## src/rtl/asram_pkg.sv

```systemverilog
`timescale 1ns/1ps
package asram_pkg;

  typedef enum logic [2:0] {
    ST_IDLE,
    ST_WSET,
    ST_WPUL,
    ST_WREC,
    ST_RACC
  } asram_st_e;

  // ceiling of a nanosecond limit over the clock period, at least one cycle
  function automatic int ns2cyc(input int lim_ns, input int clk_ns);
    int c;
    c = (lim_ns + clk_ns - 1) / clk_ns;
    return (c < 1) ? 1 : c;
  endfunction

  function automatic int imax(input int a, input int b);
    return (a > b) ? a : b;
  endfunction

endpackage

```

## src/rtl/asram_tmr.sv

```systemverilog
`timescale 1ns/1ps
module asram_tmr #(
  parameter int W = 4
) (
  input  logic         clk,
  input  logic         rst,
  input  logic         load,
  input  logic [W-1:0] val,
  output logic         zero
);

  logic [W-1:0] cnt;

  always_ff @(posedge clk) begin
    if (rst) begin
      cnt <= '0;
    end else if (load) begin
      cnt <= val;
    end else if (cnt != '0) begin
      cnt <= cnt - 1'b1;
    end
  end

  assign zero = (cnt == '0);

endmodule

```

## src/rtl/asram_seq.sv

```systemverilog
`timescale 1ns/1ps
module asram_seq import asram_pkg::*; #(
  parameter int PH_W    = 4,
  parameter int RD_CYC  = 1,
  parameter int WP_CYC  = 1,
  parameter int REC_CYC = 1
) (
  input  logic            clk,
  input  logic            rst,
  input  logic            req_valid,
  input  logic            req_write,
  input  logic            req_null,
  input  logic            ack_q,
  input  logic            gap_zero,
  input  logic            ph_zero,
  output asram_st_e       st_nxt,
  output logic            ph_load,
  output logic [PH_W-1:0] ph_val,
  output logic            gap_load,
  output logic            accept,
  output logic            start,
  output logic            null_rd,
  output logic            capture
);

  asram_st_e st;

  always_ff @(posedge clk) begin
    if (rst) st <= ST_IDLE;
    else     st <= st_nxt;
  end

  always_comb begin
    st_nxt   = st;
    ph_load  = 1'b0;
    ph_val   = '0;
    gap_load = 1'b0;
    accept   = 1'b0;
    start    = 1'b0;
    null_rd  = 1'b0;
    capture  = 1'b0;
    case (st)
      ST_IDLE: begin
        if (req_valid && !ack_q && (!req_write || gap_zero)) begin
          accept = 1'b1;
          if (req_null) begin
            null_rd = !req_write;
          end else begin
            start = 1'b1;
            if (req_write) begin
              st_nxt = ST_WSET;
            end else begin
              st_nxt  = ST_RACC;
              ph_load = 1'b1;
              ph_val  = PH_W'(RD_CYC - 1);
            end
          end
        end
      end
      ST_WSET: begin
        st_nxt  = ST_WPUL;
        ph_load = 1'b1;
        ph_val  = PH_W'(WP_CYC - 1);
      end
      ST_WPUL: begin
        if (ph_zero) begin
          st_nxt  = ST_WREC;
          ph_load = 1'b1;
          ph_val  = PH_W'(REC_CYC - 1);
        end
      end
      ST_WREC: begin
        if (ph_zero) st_nxt = ST_IDLE;
      end
      ST_RACC: begin
        if (ph_zero) begin
          st_nxt   = ST_IDLE;
          capture  = 1'b1;
          gap_load = 1'b1;
        end
      end
      default: st_nxt = ST_IDLE;
    endcase
  end

endmodule

```

## src/rtl/asram_pins.sv

```systemverilog
`timescale 1ns/1ps
module asram_pins import asram_pkg::*; #(
  parameter int ADDR_W = 16,
  parameter int DATA_W = 16,
  parameter int LANES  = 2
) (
  input  logic              clk,
  input  logic              rst,
  input  asram_st_e         st_nxt,
  input  logic              accept,
  input  logic              start,
  input  logic              null_rd,
  input  logic              capture,
  input  logic [ADDR_W-1:0] req_addr,
  input  logic [DATA_W-1:0] req_wdata,
  input  logic [LANES-1:0]  req_mask,
  input  logic [DATA_W-1:0] dq_in,
  output logic              cs_n,
  output logic              oe_n,
  output logic              we_n,
  output logic [LANES-1:0]  be_n,
  output logic [ADDR_W-1:0] addr,
  output logic [DATA_W-1:0] dq_out,
  output logic              dq_oe,
  output logic [DATA_W-1:0] rd_data,
  output logic              rd_valid,
  output logic              ack
);

  logic nxt_idle;
  assign nxt_idle = (st_nxt == ST_IDLE);

  always_ff @(posedge clk) begin
    if (rst) begin
      cs_n     <= 1'b1;
      oe_n     <= 1'b1;
      we_n     <= 1'b1;
      dq_oe    <= 1'b0;
      ack      <= 1'b0;
      rd_valid <= 1'b0;
      addr     <= '0;
    end else begin
      cs_n     <= nxt_idle;
      oe_n     <= (st_nxt != ST_RACC);
      we_n     <= (st_nxt != ST_WPUL);
      dq_oe    <= (st_nxt == ST_WPUL);
      ack      <= accept;
      rd_valid <= capture | null_rd;
      if (start) addr <= req_addr;
    end
  end

  for (genvar i = 0; i < LANES; i++) begin : g_lane
    logic sel_q;
    logic sel_nxt;

    assign sel_nxt = start ? req_mask[i] : sel_q;

    always_ff @(posedge clk) begin
      if (rst) begin
        sel_q              <= 1'b0;
        be_n[i]            <= 1'b1;
        dq_out[8*i +: 8]   <= '0;
        rd_data[8*i +: 8]  <= '0;
      end else begin
        sel_q   <= sel_nxt;
        be_n[i] <= nxt_idle ? 1'b1 : !sel_nxt;
        if (start) dq_out[8*i +: 8] <= req_wdata[8*i +: 8];
        if (capture)      rd_data[8*i +: 8] <= sel_q ? dq_in[8*i +: 8] : 8'h00;
        else if (null_rd) rd_data[8*i +: 8] <= 8'h00;
      end
    end
  end

endmodule

```

## src/rtl/async_sram_ctrl.sv

```systemverilog
`timescale 1ns/1ps
module async_sram_ctrl import asram_pkg::*; #(
  parameter int CLK_NS  = 5,
  parameter int ADDR_W  = 16,
  parameter int DATA_W  = 16,
  parameter int T_RC_NS = 70,
  parameter int T_WC_NS = 70,
  parameter int T_WP_NS = 55,
  parameter int T_DW_NS = 30,
  parameter int T_HZ_NS = 25
) (
  input  logic                clk,
  input  logic                rst,
  input  logic                req_valid,
  input  logic                req_write,
  input  logic [ADDR_W-1:0]   req_addr,
  input  logic [DATA_W-1:0]   req_wdata,
  input  logic [DATA_W/8-1:0] req_mask,
  output logic                req_ack,
  output logic                rd_valid,
  output logic [DATA_W-1:0]   rd_data,
  output logic [ADDR_W-1:0]   sram_addr,
  output logic                sram_cs_n,
  output logic                sram_oe_n,
  output logic                sram_we_n,
  output logic [DATA_W/8-1:0] sram_be_n,
  output logic [DATA_W-1:0]   sram_dq_out,
  output logic                sram_dq_oe,
  input  logic [DATA_W-1:0]   sram_dq_in
);

  localparam int LANES   = DATA_W / 8;
  localparam int RD_CYC  = ns2cyc(T_RC_NS, CLK_NS);
  localparam int WP_CYC  = imax(ns2cyc(T_WP_NS, CLK_NS), ns2cyc(T_DW_NS, CLK_NS));
  localparam int WC_CYC  = ns2cyc(T_WC_NS, CLK_NS);
  localparam int REC_CYC = imax(1, WC_CYC - WP_CYC - 1);
  localparam int TA_CYC  = ns2cyc(T_HZ_NS, CLK_NS);
  localparam int MAXC    = imax(imax(RD_CYC, WP_CYC), imax(REC_CYC, TA_CYC));
  localparam int PH_W    = $clog2(MAXC + 1);

  asram_st_e       st_nxt;
  logic            ph_load, ph_zero, gap_load, gap_zero;
  logic [PH_W-1:0] ph_val;
  logic            accept, start, null_rd, capture;
  logic            req_null;

  assign req_null = (req_mask == '0);

  asram_seq #(
    .PH_W   (PH_W),
    .RD_CYC (RD_CYC),
    .WP_CYC (WP_CYC),
    .REC_CYC(REC_CYC)
  ) u_seq (
    .clk      (clk),
    .rst      (rst),
    .req_valid(req_valid),
    .req_write(req_write),
    .req_null (req_null),
    .ack_q    (req_ack),
    .gap_zero (gap_zero),
    .ph_zero  (ph_zero),
    .st_nxt   (st_nxt),
    .ph_load  (ph_load),
    .ph_val   (ph_val),
    .gap_load (gap_load),
    .accept   (accept),
    .start    (start),
    .null_rd  (null_rd),
    .capture  (capture)
  );

  asram_tmr #(.W(PH_W)) u_phase (
    .clk (clk),
    .rst (rst),
    .load(ph_load),
    .val (ph_val),
    .zero(ph_zero)
  );

  asram_tmr #(.W(PH_W)) u_float (
    .clk (clk),
    .rst (rst),
    .load(gap_load),
    .val (PH_W'(TA_CYC)),
    .zero(gap_zero)
  );

  asram_pins #(
    .ADDR_W(ADDR_W),
    .DATA_W(DATA_W),
    .LANES (LANES)
  ) u_pins (
    .clk      (clk),
    .rst      (rst),
    .st_nxt   (st_nxt),
    .accept   (accept),
    .start    (start),
    .null_rd  (null_rd),
    .capture  (capture),
    .req_addr (req_addr),
    .req_wdata(req_wdata),
    .req_mask (req_mask),
    .dq_in    (sram_dq_in),
    .cs_n     (sram_cs_n),
    .oe_n     (sram_oe_n),
    .we_n     (sram_we_n),
    .be_n     (sram_be_n),
    .addr     (sram_addr),
    .dq_out   (sram_dq_out),
    .dq_oe    (sram_dq_oe),
    .rd_data  (rd_data),
    .rd_valid (rd_valid),
    .ack      (req_ack)
  );

endmodule

```

## config.mk

```make
export PLATFORM = sky130hd
export DESIGN_NAME = async_sram_ctrl
export DESIGN_NICKNAME = d
export VERILOG_FILES = /design/src/rtl/asram_pkg.sv /design/src/rtl/asram_tmr.sv /design/src/rtl/asram_seq.sv /design/src/rtl/asram_pins.sv /design/src/rtl/async_sram_ctrl.sv
export SDC_FILE = /design/constraint.sdc
export NUM_CORES = 1
export LEC_CHECK = 0
export CAP_MARGIN = 5
export CORE_MARGIN = 1.5
export CORE_UTILIZATION = 27
export CTS_CLUSTER_DIAMETER = 150
export DETAILED_ROUTE_END_ITERATION = 12
export DONT_BUFFER_PORTS = 1
export PLACE_DENSITY = 0.44
export SLEW_MARGIN = 15
export SYNTH_ARGS = -nofsm -noshare
export SYNTH_HDL_FRONTEND = slang
export SYNTH_HIERARCHICAL = 1
export SYNTH_SLANG_ARGS = --single-unit
```

## constraint.sdc

```tcl
create_clock -name clk -period 3.1 [get_ports clk]
set_input_delay 0.155 -clock clk [delete_from_list [all_inputs] [get_ports clk]]
set_output_delay 0.155 -clock clk [all_outputs]
set_load 0.05 [all_outputs]
```

Word level (Yosys, flattened, before mapping)
Cells that the tools add are included.
{ "totals": {"regBits": 69, "input_bits": 54, "out_inout_bits": 56, "word_cells": 86} }
{ "classes": {"bitwise": 2, "eq_ne": 7, "n_reduce_logical": 21, "muxes": 35, "n_addsub": 2} }
{ "ops": {"columns": ["op", "n"], "rows": [
  ["8-bit two-way mux", 5],
  ["3-bit two-way mux", 7],
  ["4-bit two-way mux", 5],
  ["1-bit two-way mux", 15],
  ["3-bit one-hot mux with 4 select lines", 1],
  ["4-bit one-hot mux with 3 select lines", 1],
  ["3-bit by 2-bit == test with 1-bit output (second input constant)", 3],
  ["4-bit logical NOT", 2],
  ["4-bit nonzero test", 2],
  ["2-bit OR reduction", 4],
  ["4-bit by 1-bit subtractor with 4-bit output (second input constant)", 2],
  ["3-bit logical NOT", 2],
  ["2-bit nonzero test", 3],
  ["1-bit logical NOT", 4],
  ["3-bit by 1-bit == test with 1-bit output (second input constant)", 1],
  ["3-bit == test (second input constant)", 1],
  ["3-bit by 2-bit inequality test with 1-bit output (second input constant)", 1],
  ["3-bit inequality test (second input constant)", 1],
  ["1-bit one-hot mux with 3 select lines", 1],
  ["1-bit logical AND", 2],
  ["2-bit logical NOT", 1],
  ["1-bit logical OR", 1],
  ["1-bit NOT", 1],
  ["1-bit OR", 1]
]} }

Logic depth before layout (Yosys ltp)
{ "depth": {"ltp_word": 7, "mapped_depth": 9, "ltp_nobuf": 8} }

Cells and area by module
The synthesis kept the hierarchy.
{ "by_module_without_submodules": {"columns": ["module", "instances", "area_each_um2", "cells_each", "seq_area_each_um2"], "rows": [
  ["asram_pins", 1, 2073.2, 201, 1161.1],
  ["asram_tmr", 2, 229.0, 24, 80.1],
  ["asram_seq", 1, 281.5, 39, 60.1],
  ["async_sram_ctrl", 1, 11.3, 3, 0.0]
]} }

Worst setup path before layout
OpenSTA, ideal clock, no wires.
{ "synth_timing": {"kind": "reg2reg", "from": "reg u_pins.ack", "to": "reg u_pins.be_n[0]", "path_slack_ps": 910, "path_stages_with_launch": 6, "n_path_buf": 0, "required_time_ps": 2973, "synth_period_minus_slack_ps": 2190, "arrival_ps": 2063, "setup_ps": 127, "path_cell_list": "dfxtp_1 > or4b_4 > or4_4 > nand2_1 > nor3_1 > or3_1"} }
{ "synth_between": {"elab_chain_len": 7, "word_cells_on_any_way": 11, "classes_between": "mux (5); reduce/logical (6)"} }
{ "synth_lines": {"columns": ["element", "line_no", "source"], "rows": [
  ["start: declaration", "asram_pins.sv:27", "output logic ack"],
  ["start signal: assignment", "asram_pins.sv:47", "ack <= accept;"],
  ["1-bit logical NOT", "asram_seq.sv:44", "if (req_valid && !ack_q && (!req_write || gap_zero)) begin"],
  ["1-bit logical AND (2 in a row)", "asram_seq.sv:44", null],
  ["3-bit two-way mux", "asram_seq.sv:44", null],
  ["3-bit one-hot mux with 4 select lines", "asram_seq.sv:42", "case (st)"],
  ["via st_nxt[0]", "async_sram_ctrl.sv:41", "asram_st_e st_nxt;"],
  ["3-bit logical NOT", "asram_pins.sv:31", "assign nxt_idle = (st_nxt == ST_IDLE);"],
  ["2-bit OR reduction (no source line)", null, null],
  ["end signal: indexed assignment", "asram_pins.sv:67", "be_n[i] <= nxt_idle ? 1'b1 : !sel_nxt;"],
  ["end: declaration", "asram_pins.sv:21", "output logic [LANES-1:0] be_n,"]
]} }
The timed path passes the listed nets, and every way through them passes these cells.
A chain may end at the register's enable or synchronous reset.

Worst setup path after layout
{ "layout_timing": {"from": "reg u_phase.cnt[0]", "to": "reg u_pins.rd_data[4]"} }
{ "layout_between": {"elab_chain_len": 4, "word_cells_on_any_way": 5, "classes_between": "mux (3); reduce/logical (2)"} }
{ "layout_lines": {"columns": ["element", "line_no", "source"], "rows": [
  ["start: declaration", "asram_tmr.sv:12", "logic [W-1:0] cnt;"],
  ["start signal: assignment", "asram_tmr.sv:18", "cnt <= val;"],
  ["start signal: assignment", "asram_tmr.sv:20", "cnt <= cnt - 1'b1;"],
  ["4-bit logical NOT (*)", "asram_tmr.sv:24", "assign zero = (cnt == '0);"],
  ["via ph_zero", "async_sram_ctrl.sv:42", "logic ph_load, ph_zero, gap_load, gap_zero;"],
  ["1-bit two-way mux (*)", "asram_seq.sv:76", "if (ph_zero) begin"],
  ["1-bit two-way mux (*)", "asram_seq.sv:42", null],
  ["via capture", "async_sram_ctrl.sv:44", "logic accept, start, null_rd, capture;"],
  ["8-bit two-way mux or 2-bit nonzero test (tied branches)", null, null],
  ["end signal: indexed assignment", "asram_pins.sv:69", "if (capture) rd_data[8*i +: 8] <= sel_q ? dq_in[8*i +: 8] : 8'h00;"],
  ["end: declaration", "asram_pins.sv:25", "output logic [DATA_W-1:0] rd_data,"]
]} }
The timed path passes the listed nets; every way through them passes the cells marked *.

==> summary.md <==
The mapped netlist covers 0.00282 mm². The Yosys step of the flow raised 6 warnings. The number of setup violations in the final report is 0. In the synthesized netlist, the cells that appear most often are sky130_fd_sc_hd__dfxtp_1 (69), sky130_fd_sc_hd__nor2_1 (41), sky130_fd_sc_hd__mux2i_1 (34). The worst relative slew slack was 0.612. Number of enable-type register cells in the synthesized netlist: 0. In the final routed layout, each cell accounts on average for 14.1 µm. The cell area power density was 814 mW/mm².

Across the run, the number of max-cap violations was 0. Clock tree synthesis inserted a total of 9 buffers. The run gives 0 ns as the total negative setup slack. The via count of the first global-routing pass was 2202; the first-pass GRT wire length was 11000 µm.

In the post-synthesis netlist, the cell with the most instances is sky130_fd_sc_hd__dfxtp_1. The logs give 0.126 for the overall fraction of global-route tracks in use and 0 for the count of antenna-violating nets left after detailed routing. The chip height came out at 105 µm.

On the critical path, the stage with the largest delay is an instance of sky130_fd_sc_hd__and3_1. Wires add up to 6720 µm. During I/O placement, the number of pins put on the boundary was 110. In this run the post-CTS setup repair buffer count came out at 0. The via count is 2191. The top cell type's share of synthesized area was 0.489. The total congestion overflow is 0. The run finished with clean final reports. Dividing the detail-routed via count by the number of cells gives 4.59.

The longest clock path from root to sink contains 2 buffers. Along the worst path, the maximum fanout reaches 17. The run gives 0 as the number of antenna repair diodes. For the largest clock skew in the final design, the log shows 0.0114 ns.

The routed design could run at a clock period as short as 2.70 ns. The final weighted congestion in routability-driven placement was 0.697; the area growth from synthesis to final layout was 30.9%. Across the VDD grid, the largest voltage drop is 0.292 mV. After the flow finishes, the layout carries non-filler instances totaling 477. The final count of hold timing violations came out at 0. The most used flip-flop cell after synthesis is sky130_fd_sc_hd__dfxtp_1.

The total number of nets in the final design came out at 392. The floorplan has 37 rows. The number of buffer cells added on primary ports came out at 0. Share of synthesized area occupied by flip-flops and latches: 0.489.

TritonCTS built the clock tree. The tools report the nature of the critical path startpoint as a register. The pre-antenna-repair detailed-routing pass consisted of 4 iterations. The worst setup path is of the register to register kind. Once the clock tree was built, the resizer swapped 0 gates to a different size. STA classifies the critical path endpoint as a register. Setup repair after global routing left no endpoint under its margin.

The tools report the leakage dissipation as 1.34 nW. The fraction of synthesis flops using an asynchronous set or reset pin was 0. At the later pin of the worst-skew pair, clock insertion delay measures 0.34 ns. The critical path goes through inv_1, ha_1, nor3b_4, and3_1, buf_4, or3b_1, a21oi_1, dlygate4sd3_1. Based on the critical path, the design can be clocked at up to 0.370 GHz. The number of remaining DRC errors was 0; the total half-perimeter wirelength after legalization and detailed placement was 4210 µm.

The layout cell share with drive strength beyond 1 was 0.114; the initial antenna violation count was 0. The transition time at the pin with the least slew margin is 0.581 ns, and the average footprint of a synthesized cell is 9.70 µm². The first routing iteration left 86 violations.

The floorplan step defined a core boundary enclosing 0.0102 mm². The hold buffer count at CTS was 49. The horizontal die dimension was 105 µm; the initial standard-cell utilization of the core was 0.276. The die covers 0.0111 mm². Ranked by total cell area, the synthesized netlist is headed by sky130_fd_sc_hd__dfxtp_1 (49%), sky130_fd_sc_hd__mux2i_1 (12%), sky130_fd_sc_hd__nor2_1 (5.4%). The maximum cell stage delay along the critical path is 0.56 ns. The logs give 67 for the pin count of the biggest net entering global routing and 3 for the count of H-tree levels built during CTS. Share of the clock period used by the worst path: 0.871. The max-slew violation count came out at 0.

For the distinct cell type count of the synthesized netlist, the log shows 41. The min-delay analysis places its worst path in the category input port to register. STA puts the critical path data required time at 3.34 ns. At the worst endpoint, the arrival time is 2.94 ns. Of all cell types, the one taking the most synthesized area is sky130_fd_sc_hd__dfxtp_1.

Counting every sink on the clock net gives 69. The root buffer cell chosen for the clock tree is sky130_fd_sc_hd__clkbuf_8. Clock-pin slew was measured on the worst setup and hold paths at 0.09 ns.

The number of placed instances, taps included was 412; the number of instances in the synthesized netlist was 291. Synthesis inferred 69 register bits.
## critical path: cells and delay by family, from the launching register on
family / cells / cell delay (ns)
adders and majority gates: 1 / 0.19
and+or+nand+nor: 3 / 1.08
AOI/OAI and AO/OA: 1 / 0.06
buffers and inverters: 3 / 0.93
DFF: 1 / 0.32
## layout by cell type (no fill, tap or decap), types with 2 or more instances in the layout
cell	n
sky130_fd_sc_hd__buf_4	2
sky130_fd_sc_hd__mux2i_1	34
sky130_fd_sc_hd__ha_1	2
sky130_fd_sc_hd__clkbuf_8	9
sky130_fd_sc_hd__o22ai_1	4
sky130_fd_sc_hd__or3b_1	12
sky130_fd_sc_hd__dlygate4sd3_1	48
sky130_fd_sc_hd__o32ai_1	2
sky130_fd_sc_hd__nand2_1	9
sky130_fd_sc_hd__nor2b_1	5
sky130_fd_sc_hd__conb_1	4
sky130_fd_sc_hd__nor3_1	7
sky130_fd_sc_hd__nand3_1	16
sky130_fd_sc_hd__or3b_2	4
sky130_fd_sc_hd__nor4_1	3
sky130_fd_sc_hd__nor4b_1	2
sky130_fd_sc_hd__o21ai_0	3
sky130_fd_sc_hd__and3_1	2
sky130_fd_sc_hd__or2_2	3
sky130_fd_sc_hd__xnor2_1	5
sky130_fd_sc_hd__or3_1	3
sky130_fd_sc_hd__nand3b_1	2
sky130_fd_sc_hd__nor3_2	2
sky130_fd_sc_hd__nor2_1	40
sky130_fd_sc_hd__a21oi_1	16
sky130_fd_sc_hd__inv_1	8
sky130_fd_sc_hd__mux2_2	2
sky130_fd_sc_hd__nor3b_4	2
sky130_fd_sc_hd__bufinv_16	3
sky130_fd_sc_hd__and3b_2	2
sky130_fd_sc_hd__clkinv_4	2
sky130_fd_sc_hd__dfxtp_1	69
## area by class of cell
type,count,area [µm²]
Sequential cell,69,1380
Inverter,8,30.0
Clock buffer,9,124
Tap cell,136,170
Clock inverter,7,121
Timing Repair Buffer,52,543
Fill cell,1023,6540
Multi-Input combinational cell,196,1330
## sequential cells by signal, indices dropped and copies added, names as in the netlist, 2 cells and up
| register | flops |
|---|---|
| u_pins/g_lane.sel_q | 2 |
| u_seq/st | 3 |
| u_pins/rd_data | 16 |
| u_phase/cnt | 4 |
| u_pins/be_n | 2 |
| u_pins/dq_out | 16 |
| u_pins/addr | 16 |
| u_float/cnt | 4 |
## worst paths after layout
path,cells after the start,slack (ns),end,from
hold reg to reg,1,0.62,u_seq/st[2],u_seq/st[1]
setup / recovery,8,0.40,u_pins/rd_data[4],u_phase/cnt[0]
hold / removal,2,0.01,u_pins/g_lane[1].sel_q,req_mask[1]
setup reg to reg,8,0.40,u_pins/rd_data[4],u_phase/cnt[0]
## per-stage QoR
step	total power, mW	hold WS (ns)	area (µm²)	worst slack, ns	utilization
6_report	3.01	0.0138	3700	0.398	0.361
5_1_grt	3.19	0.0132	3700	0.199	0.361
4_1_cts	3.05	0.00516	3700	0.368	0.361
3_5_place_dp	2.07	0.235	2940	0.784	0.288
3_3_place_gp	2.06	0.234	2940	0.813	0.288
2_1_floorplan	1.95	0.217	2830	0.910	-
## logic make-up after synthesis
family / after synthesis / synth area share
buf+inv: 28 / 0.0465
mux: 36 / 0.128
compound gates: 29 / 0.0607
fa+ha+maj: 2 / 0.00886
xor+xnor: 5 / 0.0155
flops: 69 / 0.489
simple gates: 120 / 0.248
other cells: 2 / 0.00266
## layer usage
metal / part of all wire / track usage / vias to the layer above
li1: - / - / 1094
met1: 0.44 / 0.144 / 1026
met2: 0.49 / 0.217 / 63
met3: 0.056 / 0.0371 / 8
met4: 0.012 / 0.0587 / 0
met5: 0 / 0 / -
## report_power, final
| part | total, mW | switching, mW | internal, mW | leakage, nW |
|---|---|---|---|---|
| clock | 0.900 | 0.362 | 0.539 | 0.124 |
| combinational | 0.725 | 0.344 | 0.381 | 0.658 |
| sequential | 1.38 | 0.371 | 1.01 | 0.562 |
Power figures use the tool's default switching activity.
